[src/rtl/adcf_pkg.sv]
package adcf_pkg;

    localparam int SHORT_CLKS = 16;
    localparam int LONG_CLKS  = 32;
    localparam int EDGE_W     = $clog2(LONG_CLKS + 1);

    typedef enum logic {
        FRM_SHORT = 1'b0,
        FRM_LONG  = 1'b1
    } frame_kind_e;

    typedef enum logic [2:0] {
        SQ_IDLE,
        SQ_LOW,
        SQ_HIGH,
        SQ_TAIL,
        SQ_GAP
    } seq_state_e;

    typedef struct packed {
        logic              fire;
        logic [EDGE_W-1:0] idx;
    } sclk_rise_t;

    function automatic logic [EDGE_W-1:0] frame_pulses(frame_kind_e k);
        return (k == FRM_LONG) ? EDGE_W'(LONG_CLKS) : EDGE_W'(SHORT_CLKS);
    endfunction

endpackage

[src/rtl/adcf_seq.sv]
module adcf_seq
    import adcf_pkg::*;
#(
    parameter int DIV_W = 8,
    parameter int GAP_W = 8
) (
    input  logic             clk,
    input  logic             rst,
    input  logic             start,
    input  logic             mode_long,
    input  logic [DIV_W-1:0] half_div,
    input  logic [GAP_W-1:0] gap_min,
    output logic             cs_n,
    output logic             sclk,
    output frame_kind_e      kind,
    output logic             frame_start,
    output sclk_rise_t       rise
);

    seq_state_e        st;
    logic [DIV_W-1:0]  tmr;
    logic [GAP_W-1:0]  gtmr;
    logic [EDGE_W-1:0] rise_cnt;
    logic              csn_q;
    logic              sclk_q;
    frame_kind_e       kind_q;
    logic [DIV_W-1:0]  h_eff;
    logic [GAP_W-1:0]  g_eff;

    assign h_eff = (half_div < DIV_W'(2)) ? DIV_W'(2) : half_div;
    assign g_eff = (gap_min == '0) ? GAP_W'(1) : gap_min;

    assign frame_start = (st == SQ_IDLE) && start;
    assign rise.fire   = (st == SQ_LOW) && (tmr == '0);
    assign rise.idx    = rise_cnt + EDGE_W'(1);

    always_ff @(posedge clk) begin
        if (rst) begin
            st       <= SQ_IDLE;
            tmr      <= '0;
            gtmr     <= '0;
            rise_cnt <= '0;
            csn_q    <= 1'b1;
            sclk_q   <= 1'b0;
            kind_q   <= FRM_SHORT;
        end else begin
            case (st)
                SQ_IDLE: begin
                    if (start) begin
                        csn_q    <= 1'b0;
                        kind_q   <= frame_kind_e'(mode_long);
                        rise_cnt <= '0;
                        tmr      <= h_eff - DIV_W'(1);
                        st       <= SQ_LOW;
                    end
                end
                SQ_LOW: begin
                    if (tmr == '0) begin
                        sclk_q   <= 1'b1;
                        rise_cnt <= rise_cnt + EDGE_W'(1);
                        tmr      <= h_eff - DIV_W'(1);
                        st       <= SQ_HIGH;
                    end else begin
                        tmr <= tmr - DIV_W'(1);
                    end
                end
                SQ_HIGH: begin
                    if (tmr == '0) begin
                        sclk_q <= 1'b0;
                        tmr    <= h_eff - DIV_W'(1);
                        st     <= (rise_cnt == frame_pulses(kind_q)) ? SQ_TAIL : SQ_LOW;
                    end else begin
                        tmr <= tmr - DIV_W'(1);
                    end
                end
                SQ_TAIL: begin
                    if (tmr == '0) begin
                        csn_q <= 1'b1;
                        gtmr  <= g_eff - GAP_W'(1);
                        st    <= SQ_GAP;
                    end else begin
                        tmr <= tmr - DIV_W'(1);
                    end
                end
                SQ_GAP: begin
                    if (gtmr == '0) begin
                        st <= SQ_IDLE;
                    end else begin
                        gtmr <= gtmr - GAP_W'(1);
                    end
                end
                default: st <= SQ_IDLE;
            endcase
        end
    end

    assign cs_n = csn_q;
    assign sclk = sclk_q;
    assign kind = kind_q;

endmodule

[src/rtl/adcf_capture.sv]
module adcf_capture
    import adcf_pkg::*;
#(
    parameter int DATA_W = 14
) (
    input  logic              clk,
    input  logic              rst,
    input  logic              sdo,
    input  frame_kind_e       kind,
    input  sclk_rise_t        rise,
    output logic              valid,
    output logic [DATA_W-1:0] data
);

    localparam logic [EDGE_W-1:0] SHORT_FIRST = EDGE_W'(1);
    localparam logic [EDGE_W-1:0] SHORT_LAST  = EDGE_W'(DATA_W);
    localparam logic [EDGE_W-1:0] LONG_LAST   = EDGE_W'(LONG_CLKS);
    localparam logic [EDGE_W-1:0] LONG_FIRST  = EDGE_W'(LONG_CLKS - DATA_W + 1);

    logic              sdo_q;
    logic [DATA_W-1:0] sh;
    logic [DATA_W-1:0] sh_next;
    logic              in_win;
    logic              last_bit;

    assign sh_next = {sh[DATA_W-2:0], sdo_q};

    always_comb begin
        if (kind == FRM_LONG) begin
            in_win   = (rise.idx >= LONG_FIRST) && (rise.idx <= LONG_LAST);
            last_bit = (rise.idx == LONG_LAST);
        end else begin
            in_win   = (rise.idx >= SHORT_FIRST) && (rise.idx <= SHORT_LAST);
            last_bit = (rise.idx == SHORT_LAST);
        end
    end

    always_ff @(posedge clk) begin
        if (rst) begin
            sdo_q <= 1'b0;
            sh    <= '0;
            data  <= '0;
            valid <= 1'b0;
        end else begin
            sdo_q <= sdo;
            valid <= 1'b0;
            if (rise.fire && in_win) begin
                sh <= sh_next;
                if (last_bit) begin
                    data  <= sh_next;
                    valid <= 1'b1;
                end
            end
        end
    end

endmodule

[src/rtl/adcf_tagger.sv]
module adcf_tagger
    import adcf_pkg::*;
#(
    parameter int TAG_W = 8
) (
    input  logic             clk,
    input  logic             rst,
    input  logic             frame_start,
    input  frame_kind_e      kind_in,
    output logic [TAG_W-1:0] tag,
    output logic             stale
);

    logic [TAG_W-1:0] id_q;
    logic             last_short_q;

    always_ff @(posedge clk) begin
        if (rst) begin
            id_q         <= '0;
            last_short_q <= 1'b0;
            tag          <= '0;
            stale        <= 1'b0;
        end else if (frame_start) begin
            id_q         <= id_q + TAG_W'(1);
            last_short_q <= (kind_in == FRM_SHORT);
            if (kind_in == FRM_LONG) begin
                tag   <= id_q + TAG_W'(1);
                stale <= 1'b0;
            end else begin
                tag   <= id_q;
                stale <= !last_short_q;
            end
        end
    end

endmodule

[src/rtl/adc_frame_host.sv]
module adc_frame_host
    import adcf_pkg::*;
#(
    parameter int DATA_W = 14,
    parameter int TAG_W  = 8,
    parameter int DIV_W  = 8,
    parameter int GAP_W  = 8
) (
    input  logic              clk,
    input  logic              rst,
    input  logic              start,
    input  logic              mode_long,
    input  logic [DIV_W-1:0]  half_div,
    input  logic [GAP_W-1:0]  gap_min,
    input  logic              sdo,
    output logic              cs_n,
    output logic              sclk,
    output logic              busy,
    output logic              res_valid,
    output logic [DATA_W-1:0] res_data,
    output logic [TAG_W-1:0]  res_tag,
    output logic              res_stale
);

    frame_kind_e kind;
    logic        frame_start;
    sclk_rise_t  rise;

    adcf_seq #(.DIV_W(DIV_W), .GAP_W(GAP_W)) u_seq (
        .clk         (clk),
        .rst         (rst),
        .start       (start),
        .mode_long   (mode_long),
        .half_div    (half_div),
        .gap_min     (gap_min),
        .cs_n        (cs_n),
        .sclk        (sclk),
        .kind        (kind),
        .frame_start (frame_start),
        .rise        (rise)
    );

    adcf_capture #(.DATA_W(DATA_W)) u_cap (
        .clk   (clk),
        .rst   (rst),
        .sdo   (sdo),
        .kind  (kind),
        .rise  (rise),
        .valid (res_valid),
        .data  (res_data)
    );

    adcf_tagger #(.TAG_W(TAG_W)) u_tag (
        .clk         (clk),
        .rst         (rst),
        .frame_start (frame_start),
        .kind_in     (frame_kind_e'(mode_long)),
        .tag         (res_tag),
        .stale       (res_stale)
    );

    assign busy = !cs_n;

endmodule

[config.mk]
export PLATFORM = sky130hd
export DESIGN_NAME = adc_frame_host
export DESIGN_NICKNAME = d
export VERILOG_FILES = /design/src/rtl/adcf_pkg.sv /design/src/rtl/adcf_seq.sv /design/src/rtl/adcf_capture.sv /design/src/rtl/adcf_tagger.sv /design/src/rtl/adc_frame_host.sv
export SDC_FILE = /design/constraint.sdc
export NUM_CORES = 1
export LEC_CHECK = 0
export ABC_CLOCK_PERIOD_IN_PS = 2730
export BUFFER_PORTS_ARGS = -buffer_cell sky130_fd_sc_hd__clkbuf_2
export CAP_MARGIN = 20
export CORE_UTILIZATION = 45
export CTS_CLUSTER_DIAMETER = 30
export CTS_CLUSTER_SIZE = 10
export DETAILED_ROUTE_END_ITERATION = 16
export GPL_TIMING_DRIVEN = 1
export HOLD_SLACK_MARGIN = 0.06
export PLACE_DENSITY_LB_ADDON = 0.15
export SETUP_SLACK_MARGIN = 0.2
export SKIP_CTS_REPAIR_TIMING = 1
export SYNTH_ARGS = -nofsm -noshare
export SYNTH_HDL_FRONTEND = slang
export SYNTH_SLANG_ARGS = --single-unit
[constraint.sdc]
create_clock -name clk -period 2.73 [get_ports clk]
set_input_delay 0.273 -clock clk [delete_from_list [all_inputs] [get_ports clk]]
set_output_delay 0.273 -clock clk [all_outputs]
set_load 0.1 [all_outputs]
==> results of run 1 <==
## registers in the layout, indices dropped and copies added (netlist names), 3 cells and up
signal and count:
u_cap.data 14, u_cap.sh 13, u_seq.gtmr 8, u_seq.rise_cnt 6, u_seq.st 3, u_seq.tmr 8
u_tag.id_q 8, u_tag.tag 8
## report_power, final
part,internal (mW),switching [mW],leakage (nW),total [mW]
Combinational,0.517,1.11,1.19,1.62
Sequential,1.23,0.109,0.609,1.34
Clock,0.457,0.456,0.103,0.913
## metal layers
layer | wire length [um] | GRT usage [%] | vias to the layer above
li1 | - | - | 2039
met1 | 4730 | 27.2 | 1838
met3 | 463 | 3.13 | 12
met4 | 138 | 7.92 | 0
met5 | 0 | 0 | -
met2 | 4430 | 32.1 | 101
## kinds of logic (layout without fill, tap and decap cells)
kind of cell	after synthesis	in the layout
fa+ha+maj	10	10
buf+inv	52	97
compound gates	135	135
flops	75	75
mux	22	22
simple gates	238	238
xor+xnor	19	19
## synthesized netlist by cell type (2+ instances only)
master,instances,area share (%)
inv_1,13,1.1
and3_1,3,0.43
clkbuf_1,29,2.5
nor4_1,3,0.43
a311oi_1,3,0.61
buf_6,2,0.52
buf_2,7,0.81
a21o_1,3,0.52
nand3_1,16,1.9
dfxtp_1,75,35
ha_1,10,2.9
or3b_2,3,0.61
o32ai_1,6,1.2
a2111oi_0,3,0.61
xor2_1,12,2.4
o311ai_0,14,2.8
a211oi_1,8,1.4
a31oi_1,4,0.58
or3_1,10,1.4
o21a_1,3,0.52
nand4_1,6,0.87
o21ai_0,20,2.3
nand2_1,49,4.3
and2_1,2,0.29
xnor2_1,7,1.4
or2_2,3,0.43
a21oi_1,46,5.3
mux2i_1,21,4.9
o31ai_1,3,0.52
nor3b_2,2,0.58
o22ai_1,4,0.58
a211o_1,3,0.61
o2111ai_1,2,0.41
nor3_1,10,1.2
a22oi_1,4,0.70
nand2b_1,35,5.1
nor3b_1,2,0.35
nor2_1,82,7.1
nand3b_1,2,0.35
and2b_1,2,0.35
## stage by stage
step	instances	worst slack, ps	util, %
detailed placement	709	350	50.7
finish	725	463	53.1
floorplan	551	335	-
global placement	709	456	50.7
CTS	725	335	52.9
global route	725	262	53.1
## final timing paths
check	end	cells after the start	startpoint	slack, ps
max	u_seq.gtmr[3]$_SDFFE_PP0P_	8	u_seq.tmr[0]$_SDFFE_PP0P_	460
min	u_cap.sdo_q$_SDFF_PP0_	2	sdo	120
max reg2reg	u_seq.gtmr[3]$_SDFFE_PP0P_	8	u_seq.tmr[0]$_SDFFE_PP0P_	460
min reg2reg	u_cap.data[4]$_SDFFE_PP0P_	2	u_cap.data[4]$_SDFFE_PP0P_	470
## area by class of cell
| class | count | area [um^2] | share of cell area [%] |
|---|---|---|---|
| multi-input combinational | 424 | 2610 | 53.0 |
| tap | 129 | 161 | 3.28 |
| inverter | 13 | 48.8 | 0.990 |
| clock buffer | 10 | 138 | 2.79 |
| sequential | 75 | 1500 | 30.5 |
| clock inverter | 6 | 72.6 | 1.47 |
| timing repair buffer | 68 | 393 | 7.97 |
==> summary.md, run 1 <==
| Metric | Value |
|---|---|
| Outcome | complete, no violations |
| Largest net degree at the start of global routing | 39 |
| Vias/cell | 5.50 |
| Worst EP arrival | 2560 ps |
| Vias | 3,990 |
| GP Congestion | 0.900 |
| Final period utilization | 83.0% |
| HPWL Detailed | 6.71 mm |
| RSZ-0062 raised after global routing | false |
| First drt pass iteration count | 5 |
| Mapped Area | 4320 um^2 |
| Number of synthesized flops with an enable pin | 0 |
| Initial antenna violation count | 0 |
| NumNets Final | 622 |
| Area after DPL | between 4000 and 5000 um^2 |
| Compound-Gate Fraction of Synth Area | slightly above 20% |
| Synth Area in Adders | 2.90% |
| CP cell instances | inv_1 > ha_1 > or4b_4 > nor4_4 > nand2b_1 > nor2_2 > or3_1 > a21oi_2 |
| Leak Pwr | 1.90 nW |
| First-pass GRT wire length | around 16 mm |
| DR WL/cell | between 10 and 15 um |
| Routed Antenna Nets | 0 |
| # Max-Cap Violations | 0 |
| Post-Synth XOR/XNOR Area | 3.85% |
| Clock sinks | 75 |
| H-tree depth | 3 |
| Required @ worst endpoint | 3020 ps |
| Num CTS Buffers | 9 |
| Relative slew slack | roughly 56% |
| Diode count | 0 |
| Layout cells sized above 1 | around 17% |
| CTS tree | built |
| Total gr overflow | 0 |
| I/O Pins | 48 |
| Width of the die | 100 um |
| Synthesized Nets | 582 |
| Final instance area | 4930 um^2 |
| FMAX | 441 MHz |
| Synth Warn # | 0 |
| Syn_area_per_cell | 7.84 um^2 |
| Least-Margin Pin Slew | 655 ps |
| Netlist cell types | 59 |
| Core area | approximately 9300 um^2 |
| Class of the most critical setup path | reg -> reg |
| Most common cell after layout, fill and taps aside | nor2_1 |
| Seq cells post-synth | 75 |
| Port bufs | 47 |
| Clock Path Buffers | 2 |
| Largest family of logic cells by synthesized area | simple AND/OR/NAND/NOR gates |
| Slowest cell on crit path | or4b_4 |
| Worst path buffer plus inverter count | 1 |
| Mux share of post-synthesis cell area | under 10% |
| CTS root buf | clkbuf_8 |
| Max Transition Viols Final | 0 |
| CP max stage delay | about 500 ps |
| Clock Latency Late Sink | 350 ps |
| Power density cells | 787 nW/um^2 |
| Startpoint Class | flop |
| Initial Util | 46.5% |
| Final hold vios | 0 |
| Worst vdd ir | roughly 0.00050 V |
| Final setup violation count | 0 |
| Clk_skew | 7.96 ps |
| Core Rows | 35 |
| Die area | 10000 um^2 |
| Syn-to-layout area delta | 14.0% |
| Seq/Total Area, Yosys | approximately a third |
| Most frequent cells in the layout | nor2_1, dfxtp_1, nand2_1 |
| Die Span Y | around 100 um |
| Drt first-iter violations | 236 |
| CP Max Fanout | 8 |
| Total power draw | 3.88 mW |
| Critical path's top delay family | simple AND/OR/NAND/NOR gates |
| Synth Instances | 551 |
| Clock-pin slew of the registers on the worst-case setup and hold paths | 90 ps |
| Synthesized-area fraction occupied by and/or/nand/nor cells | roughly 28% |
| Total GRT Usage | 20.1% |
| CP Capture Type | flop |
| HP Class | in -> reg |
| Post-synth ARST share | 0% |
| Final WL | 9.76 mm |
| Post-synth top flop | dfxtp_1 |
| Setup TNS | 0 ps |
| Final min period | about 2300 ps |
| Hold slack | 124 ps |
| # fillers | around 950 |
| Vias in the first global route | between 3,000 and 4,000 |
| DRC | 0 |
Power figures use the tool's default switching activity.
==> run 2: changes to the inputs <==
--- a/config.mk
+++ b/config.mk
@@ -5,7 +5,8 @@
 export SDC_FILE = /design/constraint.sdc
 export NUM_CORES = 1
 export LEC_CHECK = 0
-export ABC_CLOCK_PERIOD_IN_PS = 2730
+export ABC_AREA = 1
+export ABC_CLOCK_PERIOD_IN_PS = 2300
 export BUFFER_PORTS_ARGS = -buffer_cell sky130_fd_sc_hd__clkbuf_2
 export CAP_MARGIN = 20
 export CORE_UTILIZATION = 45
==> constraint.sdc (replaced) <==
create_clock -name clk -period 2.3 [get_ports clk]
set_input_delay 0.23 -clock clk [delete_from_list [all_inputs] [get_ports clk]]
set_output_delay 0.23 -clock clk [all_outputs]
set_load 0.1 [all_outputs]
==> run 2 against run 1 <==
  * Count of clock-buffer cells in the layout stayed put
  * Sequential cell count stayed put
  * Critical path depth is 3 higher
  * Final cell count is 3.2% higher
  * Critical endpoint is now u_cap.data[0]$_SDFFE_PP0P_
  * Highest routed layer unchanged
==> summary.md, run 2 <==
| Metric | Value |
|---|---|
| Total power draw | 4.53 mW |
| Syn_area_per_cell | 6.94 um^2 |
| I/O Pins | 48 |
| Class of the most critical setup path | reg -> reg |
| CTS tree | built |
| DR WL/cell | 12.0 um |
| Vias in the first global route | 3,416 |
| Worst r2r path cells | 11 |
| Max FFs per register | 14 |
| Width of the die | slightly below 100 um |
| Final min period | 1980 ps |
| Top reg by flops | u_cap.data |
| Synth Instances | 576 |
| CTS root buf | clkbuf_8 |
| Pre-CTS setup slack | approximately 160 ps |
| GP Congestion | 0.907 |
| Num CTS Buffers | 9 |
| Initial Util | 46.1% |
| Worst vdd ir | between 0.0005 and 0.0006 V |
| First-pass GRT wire length | 14.6 mm |
| Die area | 9260 um^2 |
| Routed Antenna Nets | 0 |
| Synthesized Nets | 607 |
| Drt first-iter violations | 143 |
| Clock sinks | 75 |
| Post-synth top cells | nand2_1, nor2_1, dfxtp_1 |
| H-tree depth | 3 |
| Port bufs | 47 |
| Most common cell after layout, fill and taps aside | nand2_1 |
| FMAX | 505 MHz |
| Core area | 8680 um^2 |
| Worst flop-to-flop path endpoint | u_cap.data[0]$_SDFFE_PP0P_ |
| Max Transition Viols Final | 0 |
| CP Capture Point | u_cap.data[0]$_SDFFE_PP0P_ |
| Post-synth top flop | dfxtp_1 |
| Largest net degree at the start of global routing | 33 |
| Number of synthesized flops with an enable pin | 0 |
| Clock-pin slew of the registers on the worst-case setup and hold paths | 70 ps |
| Synth Warn # | 0 |
| Vias | about 3,800 |
| Power density cells | 969 nW/um^2 |
| Clock Path Buffers | 2 |
| Netlist cell types | 41 |
| Reg-to-Reg Start | u_seq.rise_cnt[1]$_SDFFE_PP0P_ |
| CP Capture Type | flop |
| Seq/Total Area, Yosys | 37.6% |
| RSZ-0062 raised after global routing | false |
| Relative slew slack | 53.3% |
| Most frequent cells in the layout | nand2_1, nor2_1, inv_1, dfxtp_1, clkbuf_2 |
| Core Rows | 34 |
| Final setup violation count | 0 |
| Final hold vios | 0 |
| Total gr overflow | 0 |
| Final period utilization | 86.1% |
| Seq cells post-synth | 75 |
| Hold slack | 77.7 ps |
| Worst EP arrival | 2210 ps |
| NumNets Final | 666 |
| Startpoint Class | flop |
| Leak Pwr | between 2 and 2.5 nW |
| Yosys top cell by area | dfxtp_1 |
| Clk_skew | 8.70 ps |
| CP Launch Point | u_seq.rise_cnt[1]$_SDFFE_PP0P_ |
| # Max-Cap Violations | 0 |
| Most area-consuming cells after synthesis | dfxtp_1, nand2_1, nor2_1 |
| Setup TNS | 0 ps |
| Largest regs | u_cap.data: 14 flops, u_cap.sh: 13 flops |
| Fin cells | 748 |
| Required @ worst endpoint | 2530 ps |
| Diode count | 0 |
| Post-synth ARST share | 0% |
| Synth top area share | 37.6% |
| CP Max Fanout | 8 |
| Mapped Area | roughly 4000 um^2 |
| DRC | 0 |
| Final WS setup | roughly 320 ps |
| Layout cells sized above 1 | 17.2% |
| HP Class | in -> reg |
| R2R Setup Slk | 320 ps |
| Count leader, synth | nand2_1 |
| Final WL | 8.97 mm |
| Total GRT Usage | 20.0% |
| Least-Margin Pin Slew | 697 ps |
| First drt pass iteration count | 4 |
| HPWL Detailed | 6.20 mm |
| Outcome | complete, no violations |
| Syn-to-layout area delta | 17.1% |
| Vias/cell | just over 5 |
| Initial antenna violation count | 0 |
| Post-Place Cells | 721 |
| Clock Latency Late Sink | 340 ps |
| Die Span Y | 96.3 um |
-- run 2: changes by cell type in the layout (fill, tap and decap cells not counted), moves of 12 or more --
cell / previous run / this run
nand2_1: 49 / 125
inv_1: 13 / 72
nand2b_1: 35 / 0
mux2i_1: 21 / 0
nand3_1: 16 / 30
o311ai_0: 14 / 0
o21ai_0: 20 / 32
-- run 2: kinds of logic (layout without fill, tap and decap cells) --
kind of cell	Yosys count	in the layout	share of synthesized area [%]
flip-flops	75	75	37.6
buffers and inverters	97	158	10.1
AO/OA/AOI/OAI	110	110	15.9
adder cells (fa/ha/maj)	10	10	3.13
XOR/XNOR	13	13	2.85
AND/OR/NAND/NOR	271	274	30.5
-- run 2: critical path: stages (launching register included) --
cell and delay [ps]:
dfxtp_4 390, ha_2 200, nand2_1 60, inv_2 90
nand3_1 100, nand2_2 120, nand3_2 130, o21bai_4 240
nand4_4 190, buf_4 180, nor2_1 110, nor2_1 60
-- run 2: power breakdown --
| group | switching, mW | internal, mW | total, mW |
|---|---|---|---|
| Combinational | 1.21 | 0.592 | 1.80 |
| Clock | 0.492 | 0.531 | 1.02 |
| Sequential | 0.193 | 1.51 | 1.71 |
-- run 2: worst min path at each step --
| stage | startpoint | endpoint | slack (ps) | depth (start not counted) |
|---|---|---|---|---|
| 5_1_grt | sdo | u_cap.sdo_q$_SDFF_PP0_ | 90 | 3 |
| 2_1_floorplan | sdo | u_cap.sdo_q$_SDFF_PP0_ | 340 | 2 |
| 4_1_cts | sdo | u_cap.sdo_q$_SDFF_PP0_ | 60 | 3 |
| 6_report | sdo | u_cap.sdo_q$_SDFF_PP0_ | 80 | 3 |
| 3_3_place_gp | sdo | u_cap.sdo_q$_SDFF_PP0_ | 430 | 3 |
| 3_5_place_dp | sdo | u_cap.sdo_q$_SDFF_PP0_ | 430 | 3 |
-- run 2: through the flow --
stage          cell area [um^2]  util (%)
6_report                   4680      53.9
3_3_place_gp               4330      49.9
3_5_place_dp               4330      49.9
5_1_grt                    4680      53.9
2_1_floorplan              4000         -
4_1_cts                    4530      52.2
-- run 2: layer usage --
layer  up-vias  share of wire [%]  wire length [um]  track usage [%]
li1       1989                  -                 -                -
met1      1748                 47              4220             24.5
met2        96                 47              4230             34.5
met3        16                3.8               343             3.71
met4         0                2.0               175             7.96
met5         -                  0                 0                0
-- run 2: layout make-up --
class	count	area (um^2)
inverter	77	289
clock inverter	6	65.1
multi-input combinational	407	2150
timing repair buffer	65	395
fill	883	4000
tap	108	135
clock buffer	10	138
sequential	75	1510
==> run 3: changes to the inputs <==
--- a/config.mk
+++ b/config.mk
@@ -7,12 +7,12 @@
 export LEC_CHECK = 0
 export ABC_AREA = 1
 export ABC_CLOCK_PERIOD_IN_PS = 2300
-export BUFFER_PORTS_ARGS = -buffer_cell sky130_fd_sc_hd__clkbuf_2
 export CAP_MARGIN = 20
 export CORE_UTILIZATION = 45
-export CTS_CLUSTER_DIAMETER = 30
+export CTS_CLUSTER_DIAMETER = 200
 export CTS_CLUSTER_SIZE = 10
 export DETAILED_ROUTE_END_ITERATION = 16
+export DONT_BUFFER_PORTS = 1
 export GPL_TIMING_DRIVEN = 1
 export HOLD_SLACK_MARGIN = 0.06
 export PLACE_DENSITY_LB_ADDON = 0.15
==> run 3 against run 2 <==
  * Final cell count decreased by 3.6%
  * Worst setup slack improved by 6.7 ps
  * Combinational power about the same
  * Largest power group unchanged
==> summary.md, run 3 (same netlist as run 2, synthesis figures left out) <==
| Metric | Value |
|---|---|
| # Max-Cap Violations | 0 |
| Vias in the first global route | 3,213 |
| Total power draw | 4.69 mW |
| Relative slew slack | 53.0% |
| Layout cells sized above 1 | 12.9% |
| Slowest cell on crit path | dfxtp_4 |
| Clock-pin slew of the registers on the worst-case setup and hold paths | approximately 80 ps |
| Clock sinks | 75 |
| Setup TNS | 0 ps |
| Num CTS Buffers | 9 |
| RSZ-0062 raised after global routing | true |
| Most common cell after layout, fill and taps aside | nand2_1 |
| Final min period | just under 2000 ps |
| Initial antenna violation count | 0 |
| Initial Util | 46.1% |
| Largest net degree at the start of global routing | 34 |
| Worst EP arrival | around 2200 ps |
| Diode count | 0 |
| Vias/cell | between 5 and 6 |
| Worst path buffer plus inverter count | 2 |
| Clock Latency Late Sink | 350 ps |
| Max Transition Viols Final | 0 |
| Fin cells | 721 |
| GP Congestion | 0.862 |
| Worst r2r path cells | 11 |
| Final WS setup | 326 ps |
| DR WL/cell | 12.5 um |
| First-pass GRT wire length | 14.4 mm |
| Reg-to-Reg Start | u_seq.rise_cnt[1]$_SDFFE_PP0P_ |
| Least-Margin Pin Slew | 702 ps |
| Critical Path Stages | 11 |
| HP Class | in -> reg |
| CP Capture Type | flop |
| Leak Pwr | about 2.1 nW |
| Power density cells | 1010 nW/um^2 |
| H-tree depth | 3 |
| Total GRT Usage | 19.9% |
| Clk_skew | around 14 ps |
| Max FFs per register | 14 |
| Largest regs | u_cap.data: 14 flops, u_cap.sh: 13 flops |
| Core area | 8680 um^2 |
| Outcome | complete, no violations |
| CP cell instances | ha_2 > nand2_1 > inv_2 > nand3_1 > nand2_1 > nand3_2 > o21bai_4 > nand4_4 > buf_4 > nor2_1 > nor2_1 |
| Startpoint Class | flop |
| Class of the most critical setup path | reg -> reg |
| CP Launch Point | u_seq.rise_cnt[1]$_SDFFE_PP0P_ |
| Final setup violation count | 0 |
| CP max stage delay | 390 ps |
| First drt pass iteration count | 4 |
| Most frequent cells in the layout | nand2_1, nor2_1, dfxtp_1 |
| Final WL | 9.04 mm |
| Vias | 3,657 |
| I/O Pins | 48 |
| Core Rows | 34 |
| Total gr overflow | 0 |
| NumNets Final | approximately 640 |
| Required @ worst endpoint | 2540 ps |
| DRC | 0 |
| R2R Setup Slk | 330 ps |
| Width of the die | 96.3 um |
| Worst vdd ir | around 0.0006 V |
| CTS root buf | clkbuf_8 |
| Drt first-iter violations | between 100 and 150 |
| Final period utilization | 85.8% |
| Routed Antenna Nets | 0 |
| Pre-CTS setup slack | 161 ps |
| Critical path's top delay family | simple AND/OR/NAND/NOR gates |
| Syn-to-layout area delta | 16.1% |
| Die area | 9260 um^2 |
| Worst flop-to-flop path endpoint | u_cap.data[6]$_SDFFE_PP0P_ |
| Clock Path Buffers | 2 |
| CP Capture Point | u_cap.data[6]$_SDFFE_PP0P_ |
| Post-Place Cells | 697 |
| CP Max Fanout | 8 |
| Top reg by flops | u_cap.data |
| Post-layout util | ~53% |
| Port bufs | 0 |
| HPWL Detailed | 6.19 mm |
| Final hold vios | 0 |
| FMAX | 507 MHz |
| CTS tree | built |
| Die Span Y | slightly below 100 um |
## run 3: how the worst min path moves through the flow
stage | from | endpoint | cells past startpoint
2_1_floorplan | sdo | u_cap.sdo_q$_SDFF_PP0_ | 2
3_3_place_gp | rst | u_seq.rise_cnt[2]$_SDFFE_PP0P_ | 1
3_5_place_dp | rst | u_seq.rise_cnt[2]$_SDFFE_PP0P_ | 1
4_1_cts | rst | u_tag.stale$_SDFFE_PP0P_ | 1
5_1_grt | half_div[7] | u_seq.tmr[7]$_SDFFE_PP0P_ | 2
6_report | half_div[7] | u_seq.tmr[7]$_SDFFE_PP0P_ | 2
## run 3: routing by layer
metal / vias up / wire length (um) / GRT usage (%)
met2: 65 / 4330 / 33.4
met5: - / 0 / 0
met4: 0 / 133 / 5.85
met3: 6 / 365 / 6.08
li1: 1928 / - / -
met1: 1658 / 4210 / 24.4
## run 3: cell type report
class / instances / area (um^2)
repair buffers: 40 / 325
well taps: 108 / 135
inverters: 77 / 289
clock buffers: 12 / 145
clock inverters: 4 / 97.6
flip-flops and latches: 75 / 1510
multi-input cells: 405 / 2140
fillers: 871 / 4040
## run 3: stage by stage
| stage | hold WS (ps) | instance area (um^2) |
|---|---|---|
| 2_1_floorplan | 337 | 4000 |
| 6_report | 57.0 | 4640 |
| 3_5_place_dp | 306 | 4260 |
| 5_1_grt | 70.5 | 4640 |
| 4_1_cts | -73.1 | 4510 |
| 3_3_place_gp | 304 | 4260 |
## run 3: power breakdown
part	total, mW	switching (mW)	internal, mW
combinational	1.77	1.20	0.569
sequential	1.70	0.182	1.51
clock	1.23	0.474	0.752
total	4.69	1.86	2.83
